## src/rtl/fdiv_pkg.sv

```systemverilog
package fdiv_pkg;
  typedef enum logic [1:0] {
    ST_IDLE = 2'd0,
    ST_BUSY = 2'd1,
    ST_DONE = 2'd2
  } fdiv_state_e;
endpackage

```

## src/rtl/fdiv_operand.sv

```systemverilog
module fdiv_operand #(
  parameter int W = 4
) (
  input  logic [W-1:0] value,
  input  logic         is_signed,
  output logic [W-1:0] magnitude,
  output logic         negative
);
  assign negative  = is_signed & value[W-1];
  assign magnitude = negative ? (~value + 1'b1) : value;
endmodule

```

## src/rtl/fdiv_core.sv

```systemverilog
module fdiv_core #(
  parameter int DW = 4,
  parameter int VW = 4
) (
  input  logic          clk,
  input  logic          rst_n,
  input  logic          load,
  input  logic          step,
  input  logic [DW-1:0] num_mag,
  input  logic [VW-1:0] den_mag,
  output logic          last,
  output logic [DW-1:0] quo_mag,
  output logic [VW-1:0] rem_mag
);
  localparam int CW = $clog2(DW + 1);

  logic [CW-1:0] cnt_q;
  logic [DW-1:0] quo_q;
  logic [VW-1:0] rem_q;
  logic [VW-1:0] den_q;
  logic [VW:0]   trial;
  logic          fits;

  assign trial = {rem_q, quo_q[DW-1]};
  assign fits  = trial >= {1'b0, den_q};
  assign last  = (cnt_q == CW'(DW - 1));

  always_ff @(posedge clk or negedge rst_n) begin
    if (!rst_n) begin
      cnt_q <= '0;
      quo_q <= '0;
      rem_q <= '0;
      den_q <= '0;
    end else if (load) begin
      cnt_q <= '0;
      quo_q <= num_mag;
      rem_q <= '0;
      den_q <= den_mag;
    end else if (step) begin
      cnt_q <= cnt_q + 1'b1;
      quo_q <= {quo_q[DW-2:0], fits};
      rem_q <= fits ? VW'(trial - {1'b0, den_q}) : trial[VW-1:0];
    end
  end

  assign quo_mag = quo_q;
  assign rem_mag = rem_q;

  // partial remainder stays below a nonzero divisor while stepping
  a_r5_rem_below_divisor: assert property (@(posedge clk) disable iff (!rst_n)
    step && (den_q != '0) |-> rem_q < den_q);
endmodule

```

## src/rtl/fdiv_fixup.sv

```systemverilog
module fdiv_fixup #(
  parameter int DW = 4,
  parameter int VW = 4
) (
  input  logic [DW-1:0] quo_mag,
  input  logic [VW-1:0] rem_mag,
  input  logic          num_neg,
  input  logic          den_neg,
  input  logic [VW-1:0] den_raw,
  input  logic          den_signed,
  output logic [DW:0]   quotient,
  output logic [VW-1:0] remainder
);
  logic [DW:0] q_trunc;
  logic [VW:0] r_trunc;
  logic [VW:0] den_ext;
  logic        den_zero;
  logic        adjust;

  always_comb begin
    den_zero = (den_raw == '0);
    den_ext  = {den_signed & den_raw[VW-1], den_raw};
    q_trunc  = (num_neg ^ den_neg) ? -{1'b0, quo_mag} : {1'b0, quo_mag};
    r_trunc  = num_neg ? -{1'b0, rem_mag} : {1'b0, rem_mag};
    adjust   = (rem_mag != '0) && (num_neg != den_neg);
    if (den_zero) begin
      quotient  = '0;
      remainder = '0;
    end else if (adjust) begin
      quotient  = q_trunc - 1'b1;
      remainder = VW'(r_trunc + den_ext);
    end else begin
      quotient  = q_trunc;
      remainder = r_trunc[VW-1:0];
    end
  end
endmodule

```

## src/rtl/fdiv_floor_unit.sv

```systemverilog
module fdiv_floor_unit #(
  parameter int DW = 4,
  parameter int VW = 4
) (
  input  logic          clk,
  input  logic          rst_n,
  input  logic          in_valid,
  output logic          in_ready,
  input  logic [DW-1:0] in_dividend,
  input  logic          in_dividend_signed,
  input  logic [VW-1:0] in_divisor,
  input  logic          in_divisor_signed,
  output logic          out_valid,
  input  logic          out_ready,
  output logic [DW:0]   out_quotient,
  output logic [VW-1:0] out_remainder
);
  import fdiv_pkg::*;
  localparam int LW = $clog2(DW + 1) + 1;

  fdiv_state_e   state_q;
  logic          accept;
  logic          core_last;
  logic [DW-1:0] num_mag, quo_mag;
  logic [VW-1:0] den_mag, rem_mag;
  logic          num_neg, den_neg;
  logic          num_neg_q, den_neg_q, den_signed_q;
  logic [VW-1:0] den_raw_q;
  logic [LW-1:0] lat_q;

  assign in_ready  = (state_q == ST_IDLE);
  assign out_valid = (state_q == ST_DONE);
  assign accept    = in_valid && in_ready;

  fdiv_operand #(.W(DW)) u_num (
    .value(in_dividend), .is_signed(in_dividend_signed),
    .magnitude(num_mag), .negative(num_neg));

  fdiv_operand #(.W(VW)) u_den (
    .value(in_divisor), .is_signed(in_divisor_signed),
    .magnitude(den_mag), .negative(den_neg));

  fdiv_core #(.DW(DW), .VW(VW)) u_core (
    .clk(clk), .rst_n(rst_n), .load(accept), .step(state_q == ST_BUSY),
    .num_mag(num_mag), .den_mag(den_mag), .last(core_last),
    .quo_mag(quo_mag), .rem_mag(rem_mag));

  fdiv_fixup #(.DW(DW), .VW(VW)) u_fix (
    .quo_mag(quo_mag), .rem_mag(rem_mag), .num_neg(num_neg_q),
    .den_neg(den_neg_q), .den_raw(den_raw_q), .den_signed(den_signed_q),
    .quotient(out_quotient), .remainder(out_remainder));

  always_ff @(posedge clk or negedge rst_n) begin
    if (!rst_n) begin
      state_q      <= ST_IDLE;
      num_neg_q    <= 1'b0;
      den_neg_q    <= 1'b0;
      den_signed_q <= 1'b0;
      den_raw_q    <= '0;
      lat_q        <= '0;
    end else begin
      unique case (state_q)
        ST_IDLE: if (accept) begin
          state_q      <= ST_BUSY;
          num_neg_q    <= num_neg;
          den_neg_q    <= den_neg;
          den_signed_q <= in_divisor_signed;
          den_raw_q    <= in_divisor;
          lat_q        <= '0;
        end
        ST_BUSY: begin
          lat_q <= lat_q + 1'b1;
          if (core_last) state_q <= ST_DONE;
        end
        ST_DONE: if (out_ready) state_q <= ST_IDLE;
        default: state_q <= ST_IDLE;
      endcase
    end
  end

  // never accepting input while a result waits
  a_r1_ready_excl_valid: assert property (@(posedge clk) disable iff (!rst_n)
    !(in_ready && out_valid));
  // stalled result holds still
  a_r2_hold_on_stall: assert property (@(posedge clk) disable iff (!rst_n)
    out_valid && !out_ready |=> out_valid && $stable(out_quotient) && $stable(out_remainder));
  // taken result frees the input side
  a_r2_release: assert property (@(posedge clk) disable iff (!rst_n)
    out_valid && out_ready |=> in_ready && !out_valid);
  // result appears after exactly DW steps
  a_r3_fixed_latency: assert property (@(posedge clk) disable iff (!rst_n)
    $rose(out_valid) |-> lat_q == LW'(DW));
  // signed nonzero remainder follows divisor sign
  a_r5_rem_sign: assert property (@(posedge clk) disable iff (!rst_n)
    out_valid && den_signed_q && (out_remainder != '0) |-> out_remainder[VW-1] == den_raw_q[VW-1]);
  // zero divisor gives zero result
  a_r7_zero_divisor: assert property (@(posedge clk) disable iff (!rst_n)
    out_valid && (den_raw_q == '0) |-> (out_quotient == '0) && (out_remainder == '0));
endmodule

```

## config.mk

```make
export PLATFORM = sky130hd
export DESIGN_NAME = fdiv_floor_unit
export DESIGN_NICKNAME = d
export VERILOG_FILES = /design/src/rtl/fdiv_pkg.sv /design/src/rtl/fdiv_operand.sv /design/src/rtl/fdiv_core.sv /design/src/rtl/fdiv_fixup.sv /design/src/rtl/fdiv_floor_unit.sv
export SDC_FILE = /design/constraint.sdc
export NUM_CORES = 1
export LEC_CHECK = 0
export BUFFER_PORTS_ARGS = -buffer_cell sky130_fd_sc_hd__buf_2
export CORE_MARGIN = 2
export CORE_UTILIZATION = 30
export CTS_CLUSTER_SIZE = 40
export DETAILED_ROUTE_END_ITERATION = 12
export PLACE_DENSITY = 0.51
export RECOVER_POWER = 25
export SLEW_MARGIN = 20
export SYNTH_ARGS = -nofsm -noshare
export SYNTH_HDL_FRONTEND = slang
export SYNTH_SLANG_ARGS = --single-unit
```

## constraint.sdc

```tcl
create_clock -name clk -period 3.61 [get_ports clk]
set_clock_uncertainty 0.1 [all_clocks]
set_input_delay 0 -clock clk [delete_from_list [all_inputs] [get_ports clk]]
set_output_delay 0 -clock clk [all_outputs]
set_load 0.02 [all_outputs]
```

==> results of run 1 <==
## worst max-delay path, delay by kind of cell, from the launching register on
kind                     cells  cell delay [ps]
AO/OA/AOI/OAI                3              480
flip-flops                   1              530
adder cells (fa/ha/maj)      2              600
buffers and inverters        2              260
multiplexers                 2              460
AND/OR/NAND/NOR              1               50
## cells by family after synthesis
kind of cell    Yosys count
buf+inv                  26
fa+ha+maj                16
xor+xnor                 11
simple gates             74
compound gates           46
flops                    22
mux                       5
## state kept, by name (all words and copies together) (netlist names)
signal          count
den_raw_q           4
u_core.quo_mag      4
u_core.rem_mag      4
u_core.cnt_q        3
u_core.den_q        3
state_q             2
den_neg_q           1
num_neg_q           1
## path summary, 6_finish.rpt
kind                                            endpoint  slack [ps]  cells after the start
setup / recovery                        out_remainder[3]         880                     10
hold / removal                  den_raw_q[2]$_DFFE_PN0P_         130                      4
setup reg to reg           u_core.quo_mag[3]$_DFFE_PN0P_        1400                      4
hold reg to reg              u_core.cnt_q[0]$_DFFE_PN0P_         390                      1
max in group asynchronous  u_core.rem_mag[1]$_DFFE_PN0P_        2270                      2
min in group asynchronous         state_q[1]$_DFFE_PN0P_         410                      2
## cell usage after synthesis (2+ instances only)
master / n / share of area, %
o211ai_1: 4 / 1.8
dfrtp_1: 22 / 32
nor3_1: 6 / 1.8
a211oi_1: 3 / 1.3
nand2_1: 25 / 5.5
o22ai_1: 2 / 0.74
mux2i_1: 5 / 3.0
inv_1: 20 / 4.4
ha_1: 14 / 10
nor2b_1: 2 / 0.74
or3_1: 3 / 1.1
a21oi_1: 7 / 2.1
nor3b_2: 2 / 1.5
clkbuf_1: 5 / 1.1
fa_1: 2 / 2.4
a22o_1: 2 / 1.0
o21ai_0: 6 / 1.8
nor2_1: 16 / 3.5
a31oi_1: 3 / 1.1
o21ai_1: 9 / 2.7
nand3_1: 6 / 1.8
xnor2_1: 8 / 4.1
o31ai_1: 3 / 1.3
nand2b_1: 3 / 1.1
xor2_1: 2 / 1.0
## timing repair
| item | CTS | global route |
|---|---|---|
| endpoints found under the hold margin | 36 | 0 |
| buffers inserted | 0 | 0 |
| hold buffers | 13 | 0 |
| endpoints found under the setup margin | 0 | 0 |
## routing by layer
metal	vias up	wire length, um
li1	769	-
met1	677	1860
met2	19	1840
met3	4	106
met4	0	52
met5	-	0
## placed cells by master, fill, tap and decap left out, types with 2 or more instances in the layout
master and count:
xnor2_1 8, ha_1 14, fa_1 2, nand2b_1 3, nor3b_2 2, o22ai_1 2
a21oi_1 7, o21ai_0 6, nand2_1 25, buf_4 2, dfrtp_1 22, o21ai_1 9
clkbuf_8 4, or3_1 3, nand3_1 6, buf_2 23, dlygate4sd3_1 13, nor2_1 16
a31oi_1 3, nor3_1 6, o31ai_1 3, mux2i_1 5, nor2b_1 2, o211ai_1 4
inv_1 20, xor2_1 2, a22o_1 2, a211oi_1 3
## metrics by stage
stage                     utilization [%]  instance area (sq um)  setup slack, ps
final                                38.0                   2080              877
after global routing                 38.0                   2080              687
after CTS                            38.0                   2080              852
after detailed placement             34.6                   1890             1180
after global placement               34.6                   1890             1200
after floorplan                         -                   1690             1270
## area by class of cell
type                            instances  area, sq um
Timing Repair Buffer                   39          264
Multi-Input combinational cell        152         1040
Sequential cell                        22          551
Clock buffer                            4         55.1
Fill cell                             572         3400
Tap cell                               72         90.1
Inverter                               20         75.1
==> qor.txt, run 1 <==
Max Cap Viol: 0
Synth Instances: 200
wirelength, routed: 3860 um
Post-CTS Resized: 0
Routed WL per cell: 12.5 um
Clk Latency, worst-skew pair: 260 ps
row cnt: 27
met3 Use GR: 1.82%
CP startpoint: u_core.rem_mag[0]$_DFFE_PN0P_
CTS buffer count: 3
CP max FO: 8
slowest CP cell: dfrtp_1
CTS tree: done
worst reg2reg path startpoint: state_q[1]$_DFFE_PN0P_
drt drc: 0
post-placement cell count: 292
worst-margin pin slew: 1230 ps
Simple-Gate Fraction of Synth Area: 22.1%
DP HPWL: 2800 um
global routing usage on met1: 16.1%
met2 GRT Util: 21.1%
Final Non-Filler Cells: 309
main combinational cell family by area after synthesis: simple AND/OR/NAND/NOR gates
I/O Buffers: 24
initial antenna violation count: 0
GRT Total Usage: 12.5%
mux cell area share after synthesis: 2.95%
number of synthesized flops with an enable pin: 0
# IOs: 25
area grow syn2layout: 22.6%
YS warnings: 0
Syn Area/Cell: 8.47 sq um
DRT antenna net count: 0
ys async rst share: 100%
Final Hold Vio Count: 0
synth unique cells: 45
Slew Limit Fails: 0
die area: 6260 sq um
Synth Area in XOR/XNOR: 6.50%
H-tree depth: 1
status: finished clean
Worst slew margin: 18.1%
vias in the first global route: 1,355
Crit path required time: 3510 ps
worst hold slack: 134 ps
share of cells above drive strength 1: 13.9%
HP Class: primary input to flop
f_max: 366 MHz
post-synthesis compound-gate area fraction: 17.3%
setup total negative slack: 0 ps
slowest cell delay on critical path: 530 ps
Mapped Area: 1690 sq um
arrival time of the worst setup path: 2630 ps
routability cong.: 0.817
Iteration-0 DRC Markers: 65
Initial Util: 31.0%
Worst Hold Launch: in_valid
Crit Path Class: flop to primary output
Primary FF master, synth: dfrtp_1
RSZ-0062 raised after global routing: no
Max Buffers Root-to-Sink: 2
largest net degree at the start of global routing: 23
Die X: 79.1 um
Worst-path clk slew: 80 ps
Yosys reg bits: 22
post-synth net total: 230
sequential area share after synthesis: 32.5%
drt pass-1 iters: 4
total congestion overflow: 0
CORE AREA: 5470 sq um
clock sinks: 22
Post-Synth Adder-Cell Area: 12.7%
Final Cycle Share: 75.7%
setup violators final: 0
Crit. End Element: primary output
mean number of vias per cell: 4.75
total number of vias: 1,469
CP Cell Sequence: inv_1 > ha_1 > nand2_1 > o21ai_0 > ha_1 > a21o_1 > a21oi_1 > mux2i_1 > mux2i_1 > buf_2
post-route minimum period: 2730 ps
first-pass GRT wire length: 6300 um
CTS root buf: clkbuf_8
Chip Height: 79.1 um
layer with the highest usage: met2
crit path launch type: flop
# diodes: 0
NumNets Final: 268
Power of run 1 is left out: the tool's default activity adds up to more than one toggle a clock period on the data nets, which glitch-free logic cannot reach.
==> inputs of run 2 (changes only) <==
Clock period 3.61 ns to 2.8 ns, I/O delays scaled along.
==> qor.txt, run 2 (synthesized netlist as in run 1, its figures left out) <==
commonest cells after routing, fill and taps aside: nand2_1 (25), buf_2 (23), dfrtp_1 (22)
post-route minimum period: 2570 ps
drt pass-1 iters: 4 (unchanged)
Final Cycle Share: 91.6%
Initial Util: 31.0% (unchanged)
row cnt: 27 (unchanged)
vias in the first global route: 1,383 (+2.1%)
# diodes: 0 (unchanged)
Max Cap Viol: 0 (unchanged)
CTS tree: done
Final Hold Vio Count: 0 (unchanged)
CP max FO: 3 (-5)
Routed WL per cell: 12.3 um (-1.7%)
worst-margin pin slew: 1240 ps (+9.45 ps)
met3 wire length: 84 um (-21%)
Buf/Inv on CP: 2 (unchanged)
Chip Height: 79.1 um (unchanged)
share of cells above drive strength 1: 14.7% (+0.78 points)
Metal-1 WL: 1770 um (-4.6%)
slowest CP cell: dfrtp_1
f_max: 390 MHz
HP Class: primary input to flop
post-placement cell count: 293 (+0.34%)
reg2reg setup slack: 600 ps (-800 ps)
total congestion overflow: 0 (unchanged)
Final Non-Filler Cells: 310 (+0.32%)
CP delay by family, top: adder cells
I/O Buffers: 24 (unchanged)
Max Buffers Root-to-Sink: 2 (unchanged)
DR WL met2: 1920 um (+4.1%)
largest net degree at the start of global routing: 23 (unchanged)
mean number of vias per cell: 4.82 (+1.4%)
Crit. End Element: primary output
clock sinks: 22 (unchanged)
setup violators final: 0 (unchanged)
Clk Latency, worst-skew pair: 260 ps (about the same)
Worst slew margin: 17.5% (-0.63 points)
CORE AREA: 5470 sq um (unchanged)
NumNets Final: 270 (+0.75%)
initial antenna violation count: 0 (unchanged)
Crit path required time: 2700 ps (-810 ps)
DP HPWL: 2800 um (about the same)
Iteration-0 DRC Markers: 63 (-3.1%)
H-tree depth: 1 (unchanged)
crit path launch type: flop
wirelength, routed: 3810 um (-1.4%)
commonest non-fill, non-tap cell in the layout: nand2_1
# IOs: 25 (unchanged)
GRT Total Usage: 12.8% (+0.29 points)
CTS buffer count: 3 (unchanged)
Slew Limit Fails: 0 (unchanged)
die area: 6260 sq um (unchanged)
setup total negative slack: 0 ps (unchanged)
area grow syn2layout: 22.5% (about the same)
arrival time of the worst setup path: 2470 ps (-160 ps)
first-pass GRT wire length: 6490 um (+3.1%)
status: finished clean
Crit Path Class: flop to primary output
DRT antenna net count: 0 (unchanged)
total number of vias: 1,495 (+1.8%)
routability cong.: 0.796 (-2.6%)
CTS root buf: clkbuf_8
DR top layer: met4
slowest cell delay on critical path: 370 ps (-160 ps)
Die X: 79.1 um (unchanged)
Post-CTS Resized: 0 (unchanged)
Worst-path clk slew: 80 ps (about the same)
drt drc: 0 (unchanged)
RSZ-0062 raised after global routing: no
CP Cell Sequence: inv_1 > ha_1 > nand2_1 > o21ai_0 > ha_1 > a21o_1 > a21oi_1 > mux2i_1 > mux2i_1 > buf_2
## run 2: area by class of cell
class | count | area (sq um)
clock buffer | 3 | 41.3
fill | 588 | 3400
inverter | 20 | 75.1
multi-input combinational | 152 | 1040
sequential | 22 | 551
tap | 72 | 90.1
timing repair buffer | 41 | 277
## run 2: worst paths after layout
| check | start | end | cells past startpoint |
|---|---|---|---|
| min | in_valid | den_raw_q[2]$_DFFE_PN0P_ | 4 |
| min in group asynchronous | rst_n | u_core.cnt_q[2]$_DFFE_PN0P_ | 2 |
| min reg2reg | u_core.cnt_q[0]$_DFFE_PN0P_ | u_core.cnt_q[0]$_DFFE_PN0P_ | 1 |
| max reg2reg | u_core.rem_mag[1]$_DFFE_PN0P_ | u_core.rem_mag[3]$_DFFE_PN0P_ | 6 |
| max in group asynchronous | rst_n | den_raw_q[2]$_DFFE_PN0P_ | 2 |
| max | u_core.rem_mag[1]$_DFFE_PN0P_ | out_remainder[3] | 10 |
## run 2: worst reg2reg max path, delay by kind of cell (launching register included)
| kind | cells | cell delay (ps) |
|---|---|---|
| compound gates | 3 | 770 |
| flops | 1 | 400 |
| simple gates | 1 | 360 |
| fa+ha+maj | 1 | 330 |
| buf+inv | 1 | 140 |
## run 2: metrics by stage
step,setup slack [ps],hold slack [ps],area [sq um],util (%)
global route,45.3,179,2080,37.9
floorplan,461,-396,1690,-
CTS,140,122,2060,37.7
global placement,518,-89.1,1900,34.7
detailed placement,455,-88.4,1900,34.7
finish,234,117,2080,37.9
## run 2: layer usage
metal  GRT usage (%)  vias to the layer above
li1                -                      779
met1            16.1                      698
met2            22.8                       14
met3            2.05                        4
met4            3.10                        0
met5               0                        -
## run 2: what timing repair did
item | CTS | global route
setup buffers | 0 | 2
hold buffers | 12 | 0
hold endpoints to repair | 36 | 0
setup endpoints to repair | 0 | 1
Power of run 2 is left out for the same reason.
